**config.mk**
```make
export PLATFORM = sky130hd
export DESIGN_NAME = alu_unit
export DESIGN_NICKNAME = d
export VERILOG_FILES = /design/src/rtl/alu_pkg.sv /design/src/rtl/alu_op_decode.sv /design/src/rtl/alu_addsub.sv /design/src/rtl/alu_bitwise.sv /design/src/rtl/alu_unit.sv
export SDC_FILE = /design/constraint.sdc
export NUM_CORES = 1
export LEC_CHECK = 0
export BUFFER_PORTS_ARGS = -buffer_cell sky130_fd_sc_hd__buf_4
export CAP_MARGIN = 15
export CORE_MARGIN = 2
export CORE_UTILIZATION = 55
export DETAILED_ROUTE_END_ITERATION = 6
export PLACE_DENSITY = 0.86
export SLEW_MARGIN = 20
export SYNTH_ARGS = -nofsm -noshare
export SYNTH_HDL_FRONTEND = slang
export SYNTH_SLANG_ARGS = --single-unit
```
**constraint.sdc**
```tcl
create_clock -name vclk -period 14.9
set_clock_uncertainty 0.15 [all_clocks]
set_input_delay 1.49 -clock vclk [all_inputs]
set_output_delay 1.49 -clock vclk [all_outputs]
set_load 0.01 [all_outputs]
```
**src/rtl/alu_pkg.sv**
```systemverilog
package alu_pkg;
    typedef enum logic [3:0] {
        SEL_AND = 4'b0000,
        SEL_OR  = 4'b0001,
        SEL_ADD = 4'b0010,
        SEL_SUB = 4'b0110,
        SEL_SLT = 4'b0111
    } alu_sel_e;

    typedef enum logic [1:0] {
        CLS_MEM = 2'b00,
        CLS_BEQ = 2'b01,
        CLS_REG = 2'b10,
        CLS_RSV = 2'b11
    } op_class_e;

    localparam logic [5:0] FN_ADD = 6'b100000;
    localparam logic [5:0] FN_SUB = 6'b100010;
    localparam logic [5:0] FN_AND = 6'b100100;
    localparam logic [5:0] FN_OR  = 6'b100101;
    localparam logic [5:0] FN_SLT = 6'b101010;
endpackage

```
**src/rtl/alu_op_decode.sv**
```systemverilog
module alu_op_decode
    import alu_pkg::*;
(
    input  logic [1:0] cls_i,
    input  logic [5:0] funct_i,
    output alu_sel_e   sel_o
);
    alu_sel_e fn_sel_d;

    // second level: only consulted for the register class
    always_comb begin
        unique case (funct_i)
            FN_AND:  fn_sel_d = SEL_AND;
            FN_OR:   fn_sel_d = SEL_OR;
            FN_SUB:  fn_sel_d = SEL_SUB;
            FN_SLT:  fn_sel_d = SEL_SLT;
            default: fn_sel_d = SEL_ADD;
        endcase
    end

    // first level: class forces add/subtract or defers to function field
    always_comb begin
        unique case (op_class_e'(cls_i))
            CLS_BEQ: sel_o = SEL_SUB;
            CLS_REG: sel_o = fn_sel_d;
            default: sel_o = SEL_ADD;
        endcase
    end
endmodule

```
**src/rtl/alu_addsub.sv**
```systemverilog
module alu_addsub #(
    parameter int WIDTH = 32
) (
    input  logic [WIDTH-1:0] a_i,
    input  logic [WIDTH-1:0] b_i,
    input  logic             sub_i,
    output logic [WIDTH-1:0] sum_o,
    output logic             ovf_o,
    output logic             lt_o
);
    localparam int MSB = WIDTH - 1;

    logic [WIDTH-1:0] b_eff_d;
    logic [WIDTH:0]   wide_d;

    always_comb begin
        b_eff_d = sub_i ? ~b_i : b_i;
        wide_d  = {1'b0, a_i} + {1'b0, b_eff_d} + {{WIDTH{1'b0}}, sub_i};
        sum_o   = wide_d[WIDTH-1:0];
        ovf_o   = (a_i[MSB] == b_eff_d[MSB]) && (sum_o[MSB] != a_i[MSB]);
        // sign of the true difference: flip the sign bit when it overflowed
        lt_o    = sum_o[MSB] ^ ovf_o;
    end
endmodule

```
**src/rtl/alu_bitwise.sv**
```systemverilog
module alu_bitwise #(
    parameter int WIDTH = 32
) (
    input  logic [WIDTH-1:0] a_i,
    input  logic [WIDTH-1:0] b_i,
    output logic [WIDTH-1:0] and_o,
    output logic [WIDTH-1:0] or_o
);
    for (genvar i = 0; i < WIDTH; i++) begin : g_bit
        assign and_o[i] = a_i[i] & b_i[i];
        assign or_o[i]  = a_i[i] | b_i[i];
    end
endmodule

```
**src/rtl/alu_unit.sv**
```systemverilog
module alu_unit
    import alu_pkg::*;
#(
    parameter int WIDTH = 32
) (
    input  logic [1:0]       op_class,
    input  logic [5:0]       funct,
    input  logic [WIDTH-1:0] src_a,
    input  logic [WIDTH-1:0] src_b,
    output logic [3:0]       alu_sel,
    output logic [WIDTH-1:0] result,
    output logic             zero,
    output logic             ovf
);
    typedef struct packed {
        logic [WIDTH-1:0] res;
        logic             zf;
        logic             of;
    } alu_out_t;

    alu_sel_e         sel_d;
    logic             sub_d;
    logic [WIDTH-1:0] sum_d;
    logic             as_ovf_d;
    logic             lt_d;
    logic [WIDTH-1:0] and_d;
    logic [WIDTH-1:0] or_d;
    alu_out_t         outs_d;

    alu_op_decode dec_i (
        .cls_i   (op_class),
        .funct_i (funct),
        .sel_o   (sel_d)
    );

    assign sub_d = (sel_d == SEL_SUB) || (sel_d == SEL_SLT);

    alu_addsub #(.WIDTH(WIDTH)) addsub_i (
        .a_i   (src_a),
        .b_i   (src_b),
        .sub_i (sub_d),
        .sum_o (sum_d),
        .ovf_o (as_ovf_d),
        .lt_o  (lt_d)
    );

    alu_bitwise #(.WIDTH(WIDTH)) bitwise_i (
        .a_i   (src_a),
        .b_i   (src_b),
        .and_o (and_d),
        .or_o  (or_d)
    );

    always_comb begin
        outs_d = '0;
        unique case (sel_d)
            SEL_AND: outs_d.res = and_d;
            SEL_OR:  outs_d.res = or_d;
            SEL_SLT: outs_d.res = {{(WIDTH-1){1'b0}}, lt_d};
            default: begin
                outs_d.res = sum_d;
                outs_d.of  = as_ovf_d;
            end
        endcase
        outs_d.zf = ~|outs_d.res;
    end

    assign alu_sel = sel_d;
    assign result  = outs_d.res;
    assign zero    = outs_d.zf;
    assign ovf     = outs_d.of;
endmodule

```
==> flow_summary_export.csv, run 1 <==
group,metric,value,unit
run_status,outcome,"finished, final reports clean",
floorplan,initial_core_util,0.576,
setup_path,path_max_fanout,35,
grt,use_met2,0.548,
floorplan,die_h,80.4,µm
logic_synthesis,syn_nets,573,
logic_synthesis,post-synth-top-count-cell,"nand2_1",
sta,rsz0062_at_grt,"no",
layout,fin_util,0.727,
layout,drive_gt1_frac,0.236,
sta,final_max_slew_viol_count,0,
detailed_routing,post_drt_wl_per_cell,17.3,µm
sta,worst_pin_slew,0.795,ns
logic_synthesis,ys.warnings.count,0,
placement,dp_hpwl,8.60,mm
grt,use_met3,0.0157,
logic_synthesis,synth_compound_area_frac,0.339,
setup_path,slowest_stage,"a221oi_2",
setup_path,cp_slowest_stage_delay,0.51,ns
setup_path,arrival,6.48,ns
grt,grt_first_pass_wirelength,17.7,mm
logic_synthesis,yosys.area.top_type_share,0.132,
sta,setup_viol,0,
sta,maxSlewHeadroom,0.469,
setup_path,path_common_cell,"buf_4",
floorplan,ios,110,
detailed_routing,dr.pass1.iters,5,
setup_path,worstPathCellList,"buf_4 -> inv_1 -> ha_1 -> and4bb_1 -> a21oi_4 -> buf_4 -> xnor2_1 -> fa_1 -> a21o_1 -> a221oi_2 -> nor3_1 -> o21bai_1 -> and4_1 -> nor2_1 -> xor2_1 -> a2111oi_0 -> or4b_1 -> nor3_2 -> buf_4",
grt,overflow,0,
grt,gr-usage-met1,0.479,
logic_synthesis,synth_top_family_by_area,"compound AO/OA/AOI/OAI gates",
power,power_density,66.5,mW/mm²
logic_synthesis,netlist_instances,466,
sta,finalHoldViolations,0,
logic_synthesis,synth-xor-area-share,0.155,
logic_synthesis,yosys-top-cells-area,"ha_1, xnor2_1, maj3_1, a21oi_1, nand2_1",
layout,syn_to_final_growth,26.1,%
logic_synthesis,yosys.cell_types.count,72,
logic_synthesis,netlist_area,0.00321,mm²
sta,period_needed,8.12,ns
detailed_routing,ant_nets,0,
min_path,min_from,"src_b[2]",
grt,busiest_layer,"met2",
logic_synthesis,yosysTopAreaCell,"ha_1",
logic_synthesis,synth-adder-area-share,0.217,
detailed_routing,wirelength,10.8,mm
grt,grt_pass1_vias,3809,
grt,antenna_found_initial,0,
detailed_routing,viasPerCell,6.47,
logic_synthesis,synth_mux_area_frac,0.00935,
setup_path,startpoint,"op_class[0]",
floorplan,fp-row-count,27,
setup_path,worst_setup_path_start_kind,"primary input",
setup_path,required,13.26,ns
sta,fin_tns_setup,0,ns
placement,placed_cell_area,0.00405,mm²
logic_synthesis,syn-mean-instance-area,6.90,µm²
sta,min_period_over_period,0.545,
min_path,hp-class,"in2out",
sta,fin_worst_hold_slack,3.29,ns
layout,seq_area,0,µm²
sta,fmax,123,MHz
logic_synthesis,synth_top_cells_by_count,"nand2_1, a21oi_1, xnor2_1",
detailed_routing,initialDrtViolationCount,368,
clocking,cts_resized,0,
floorplan,die-area,0.00647,mm²
placement,port_buffers,109,
setup_path,crit_path_end,"zero",
floorplan,coreArea,0.00557,mm²
clocking,postCtsSetupRepairBufs,0,
placement,globalplace.congestion,0.954,
job,max_cap_violations,0,
layout,nClkBuffers,0,
layout,flops_and_latches,0,
setup_path,cp-end-kind,"primary output",
detailed_routing,drc_errors,0,
layout,fin_area,0.00405,mm²
power,ir_drop,39.5,µV
setup_path,crit_type,"in2out",
power,leakage,1.80,nW
logic_synthesis,synth-seq-area-share,0,
grt,grt_usage,0.333,
clocking,cts_hold_buf,0,
detailed_routing,vias,4057,
layout,n_antenna_cell,0,
grt,grt_max_degree,36,
logic_synthesis,synth-simple-area-share,0.229,
floorplan,fp.dieW,80.4,µm
layout,nets,664,
[through the flow]
step	setup slack (ns)	std cells	total power, mW
5_1_grt	6.39	627	0.292
4_1_cts	6.87	627	0.264
2_1_floorplan	7.47	466	0.168
3_3_place_gp	7.06	627	0.258
3_5_place_dp	6.90	627	0.263
6_report	6.78	627	0.269
[layer usage]
metal	wire length (µm)	up-vias
li1	-	1930
met1	4720	1869
met4	176	0
met3	975	20
met5	0	-
met2	4960	238
[worst min-delay path by stage]
stage | cells after the start | slack, ns | endpoint
floorplan | 2 | 3.03 | result[18]
CTS | 4 | 3.29 | result[4]
global placement | 4 | 3.28 | result[18]
finish | 4 | 3.29 | result[2]
detailed placement | 4 | 3.29 | result[4]
global route | 4 | 3.31 | result[2]
[area by class of cell]
cell class	instances	area [µm²]
repair buffers	112	841
fillers	457	1520
well taps	72	90.1
multi-input cells	428	3060
inverters	15	56.3
[worst max-delay path, delay by kind of cell]
family                   cells  cell delay (ns)
XOR/XNOR                     2             0.39
AO/OA/AOI/OAI                5             1.63
buffers and inverters        4             0.73
adder cells (fa/ha/maj)      2             0.80
AND/OR/NAND/NOR              6             1.42
[layout by cell type, fill, tap and decap left out, types with 3 or more instances in the layout]
master / n
a211oi_1: 3
a21o_1: 16
a21oi_1: 45
a22o_1: 4
a22oi_1: 3
a31oi_1: 7
a41oi_1: 3
and3_1: 4
buf_4: 112
ha_1: 34
inv_1: 15
maj3_1: 25
mux2i_1: 3
nand2_1: 53
nand3_1: 6
nand4_1: 11
nand4bb_1: 4
nor2_1: 30
nor2b_1: 4
nor3_1: 10
o21a_1: 5
o21ai_0: 38
o21bai_1: 3
o31ai_1: 3
o32ai_1: 6
xnor2_1: 45
xor2_1: 12
[power breakdown]
group,switching (mW),internal (mW),leakage (nW)
Clock,0,0,0
Sequential,0,0,0
Combinational,0.148,0.122,1.80
[logic make-up (layout without fill, tap and decap cells)]
family                   after synthesis  in the layout
buffers and inverters                 38            127
XOR/XNOR                              57             57
AND/OR/NAND/NOR                      144            144
multiplexers                           3              3
AO/OA/AOI/OAI                        163            163
other                                  1              1
adder cells (fa/ha/maj)               60             60
No activity file was read; power rests on OpenSTA's default activity.
==> inputs of run 2 (changes only) <==
CORE_UTILIZATION = 54   (was 55)
PLACE_DENSITY = 0.85   (was 0.86)
clock period = 8.4 ns   (was 14.9 ns; I/O delays follow)
==> flow_summary_export.csv, run 2 (same netlist as run 1, synthesis figures left out) <==
group,metric,value,unit
sta,fmax,146,MHz
job,max_cap_violations,0,
layout,nClkBuffers,0,
floorplan,coreArea,0.00585,mm²
placement,dp_hpwl,8.77,mm
detailed_routing,viasPerCell,6.29,
sta,rsz0062_at_grt,"no",
run_status,outcome,"finished, final reports clean",
detailed_routing,ant_nets,0,
detailed_routing,initialDrtViolationCount,279,
layout,fillerInstances,505,
detailed_routing,post_drt_wl_per_cell,17.2,µm
sta,setup_viol,0,
min_path,hp-class,"in2out",
power,power_density,117,mW/mm²
sta,final_max_slew_viol_count,0,
setup_path,required,7.41,ns
setup_path,crit_type,"in2out",
grt,grt_max_degree,35,
detailed_routing,vias,3966,
clocking,cts_resized,0,
layout,flops_and_latches,0,
setup_path,path_max_fanout,18,
grt,overflow,0,
layout,final_cell_mix,"buf_4, nand2_1, xnor2_1, a21oi_1, o21ai_0",
setup_path,cp-end-kind,"primary output",
detailed_routing,drc_errors,0,
layout,layout_commonest_cell,"buf_4",
layout,nets,665,
sta,min_period_over_period,0.813,
power,ir_drop,67.5,µV
floorplan,fp-row-count,28,
sta,fin_tns_setup,0,ns
grt,antenna_found_initial,0,
clocking,cts_hold_buf,0,
grt,grt_usage,0.321,
placement,globalplace.congestion,0.974,
floorplan,die_h,81.1,µm
power,leakage,1.80,nW
sta,worst_pin_slew,1.02,ns
floorplan,initial_core_util,0.549,
floorplan,ios,110,
detailed_routing,wirelength,10.9,mm
sta,fin_worst_hold_slack,2.00,ns
layout,seq_area,0,µm²
sta,maxSlewHeadroom,0.318,
layout,multiInputGateArea,0.00306,mm²
layout,fin_util,0.694,
setup_path,worst_setup_path_start_kind,"primary input",
setup_path,arrival,5.84,ns
clocking,postCtsSetupRepairBufs,0,
floorplan,die-area,0.00658,mm²
placement,port_buffers,109,
layout,drive_gt1_frac,0.237,
grt,grt_pass1_vias,3609,
floorplan,fp.dieW,81.1,µm
detailed_routing,dr.pass1.iters,5,
layout,n_antenna_cell,0,
sta,finalHoldViolations,0,
power,finalPower,0.476,mW
layout,syn_to_final_growth,26.4,%
grt,grt_first_pass_wirelength,17.0,mm
sta,period_needed,6.83,ns
-- run 2: cell count changes in the layout (fill, tap and decap cells not counted), sizes merged --
cell,previous run,this run
buf,112,113
-- run 2: worst paths after layout --
kind	depth (start not counted)	to	slack, ns	from
setup / recovery	19	zero	1.57	op_class[0]
hold / removal	5	result[12]	2.00	src_a[12]
-- run 2: per-layer routing --
| layer | track usage | part of all wire |
|---|---|---|
| met3 | 0.0167 | 0.075 |
| met1 | 0.451 | 0.43 |
| met5 | 0 | 0 |
| met2 | 0.545 | 0.48 |
| met4 | 0.0559 | 0.015 |
-- run 2: critical path, stage by stage --
cell and delay (ns):
buf_4 0.09, inv_1 0.04, ha_1 0.33, and4bb_1 0.23, a21oi_4 0.57, buf_4 0.34, xnor2_1 0.11, ha_1 0.36
and3_1 0.28, or3b_2 0.48, nor3_1 0.23, o21bai_1 0.19, and4_1 0.27, nor2_1 0.14, xor2_1 0.09, a2111oi_0 0.43
or4b_1 0.49, nor3_2 0.18, buf_4 0.14
-- run 2: final cells by class --
type,count,area share
tap,75,0.0231
inverter,15,0.0139
timing repair buffer,113,0.209
multi-input combinational,428,0.754
-- run 2: stage by stage --
step	instances	setup WS (ns)	cell area, µm²
global placement	631	1.71	4060
floorplan	466	2.27	3210
finish	631	1.57	4060
CTS	631	1.60	4060
detailed placement	631	1.64	4060
global route	631	1.26	4060
-- run 2: report_power, final --
part           internal [mW]  switching, mW  total (mW)  leakage [nW]
sequential                 0              0           0             0
combinational          0.216          0.260       0.476          1.80
clock                      0              0           0             0
==> inputs of run 3 (changes only) <==
clock period = 6.7 ns   (was 8.4 ns; I/O delays follow)
==> flow_summary_export.csv, run 3 (same netlist as run 1, synthesis figures left out) <==
group,metric,value,unit
detailed_routing,initialDrtViolationCount,244,
floorplan,fp-row-count,28,
setup_path,arrival,5.51,ns
sta,fin_tns_setup,0,ns
floorplan,die_h,81.1,µm
power,leakage,1.82,nW
sta,maxSlewHeadroom,0.269,
floorplan,ios,110,
detailed_routing,post_drt_wl_per_cell,17.5,µm
run_status,outcome,"finished, final reports clean",
detailed_routing,ant_nets,0,
layout,drive_gt1_frac,0.240,
sta,finalHoldViolations,0,
placement,place_ws,0.433,ns
sta,finalWorstSetupSlack,0.371,ns
sta,min_period_over_period,0.945,
placement,placed_cell_area,0.00409,mm²
setup_path,cp-end-kind,"primary output",
grt,antenna_found_initial,0,
floorplan,die-area,0.00658,mm²
layout,fillerInstances,511,
detailed_routing,dr.pass1.iters,5,
placement,port_buffers,109,
placement,globalplace.congestion,1.04,
setup_path,worst_setup_path_start_kind,"primary input",
setup_path,crit_type,"in2out",
clocking,postCtsSetupRepairBufs,0,
grt,grt_pass1_vias,3546,
placement,dp_hpwl,8.90,mm
setup_path,required,5.88,ns
sta,rsz0062_at_grt,"no",
layout,n_antenna_cell,0,
layout,seq_area,0,µm²
job,max_cap_violations,0,
layout,final_cell_mix,"buf_4, nand2_1, xnor2_1, a21oi_1, o21ai_0",
sta,setup_viol,0,
floorplan,initial_core_util,0.549,
floorplan,coreArea,0.00585,mm²
detailed_routing,wirelength,11.1,mm
detailed_routing,viasPerCell,6.38,
layout,nClkBuffers,0,
layout,flops_and_latches,0,
detailed_routing,drc_errors,0,
power,power_density,148,mW/mm²
min_path,hp-class,"in2out",
grt,overflow,0,
clocking,cts_hold_buf,0,
layout,fin_area,0.00409,mm²
layout,multiInputGateArea,0.00306,mm²
sta,worst_pin_slew,1.10,ns
floorplan,fp.dieW,81.1,µm
grt,grt_first_pass_wirelength,16.9,mm
detailed_routing,vias,4036,
grt,grt_usage,0.318,
clocking,cts_resized,0,
grt,grt_max_degree,34,
setup_path,path_max_fanout,21,
sta,period_needed,6.33,ns
layout,syn_to_final_growth,27.3,%
layout,layout_commonest_cell,"buf_4",
sta,final_max_slew_viol_count,0,
power,ir_drop,88.3,µV
sta,fmax,158,MHz
sta,fin_worst_hold_slack,1.65,ns
layout,nets,667,
[run 3: cell count changes in the layout (fill, tap and decap cells not counted)]
| cell | previous run | this run |
|---|---|---|
| buf_12 | 0 | 1 |
| buf_4 | 113 | 114 |
[run 3: final cells by class]
class	count	share of cell area
Multi-Input combinational cell	428	0.749
Inverter	15	0.0138
Tap cell	75	0.0229
Timing Repair Buffer	115	0.214
[run 3: stage by stage]
stage	total power, mW	cells	util
finish	0.604	633	0.699
global placement	0.584	633	0.699
global route	0.651	633	0.699
floorplan	0.373	466	-
detailed placement	0.592	633	0.699
CTS	0.594	633	0.699
[run 3: path summary, 6_finish.rpt]
check        start    endpoint  slack (ns)  cells after the start
max    op_class[0]        zero        0.37                     19
min      src_a[12]  result[12]        1.65                      5
[run 3: worst max-delay path: stages]
cell and delay [ns]:
buf_4 0.08, inv_1 0.03, ha_1 0.34, and4bb_1 0.24
a21oi_4 0.52, buf_12 0.27, xnor2_1 0.09, ha_1 0.37
and3_1 0.28, or3b_2 0.47, nor3_1 0.22, o21bai_1 0.18
and4_1 0.26, nor2_1 0.13, xor2_1 0.09, a2111oi_0 0.43
or4b_1 0.50, nor3_2 0.18, buf_4 0.14
[run 3: per-layer routing]
layer,track usage,part of all wire,vias to the layer above
met2,0.541,0.47,201
met3,0.0278,0.074,16
met4,0.0695,0.016,0
li1,-,-,1931
met5,0,0,-
met1,0.435,0.44,1888
[run 3: power breakdown]
group	total [mW]	internal (mW)	switching, mW
Clock	0	0	0
Sequential	0	0	0
Combinational	0.604	0.272	0.332
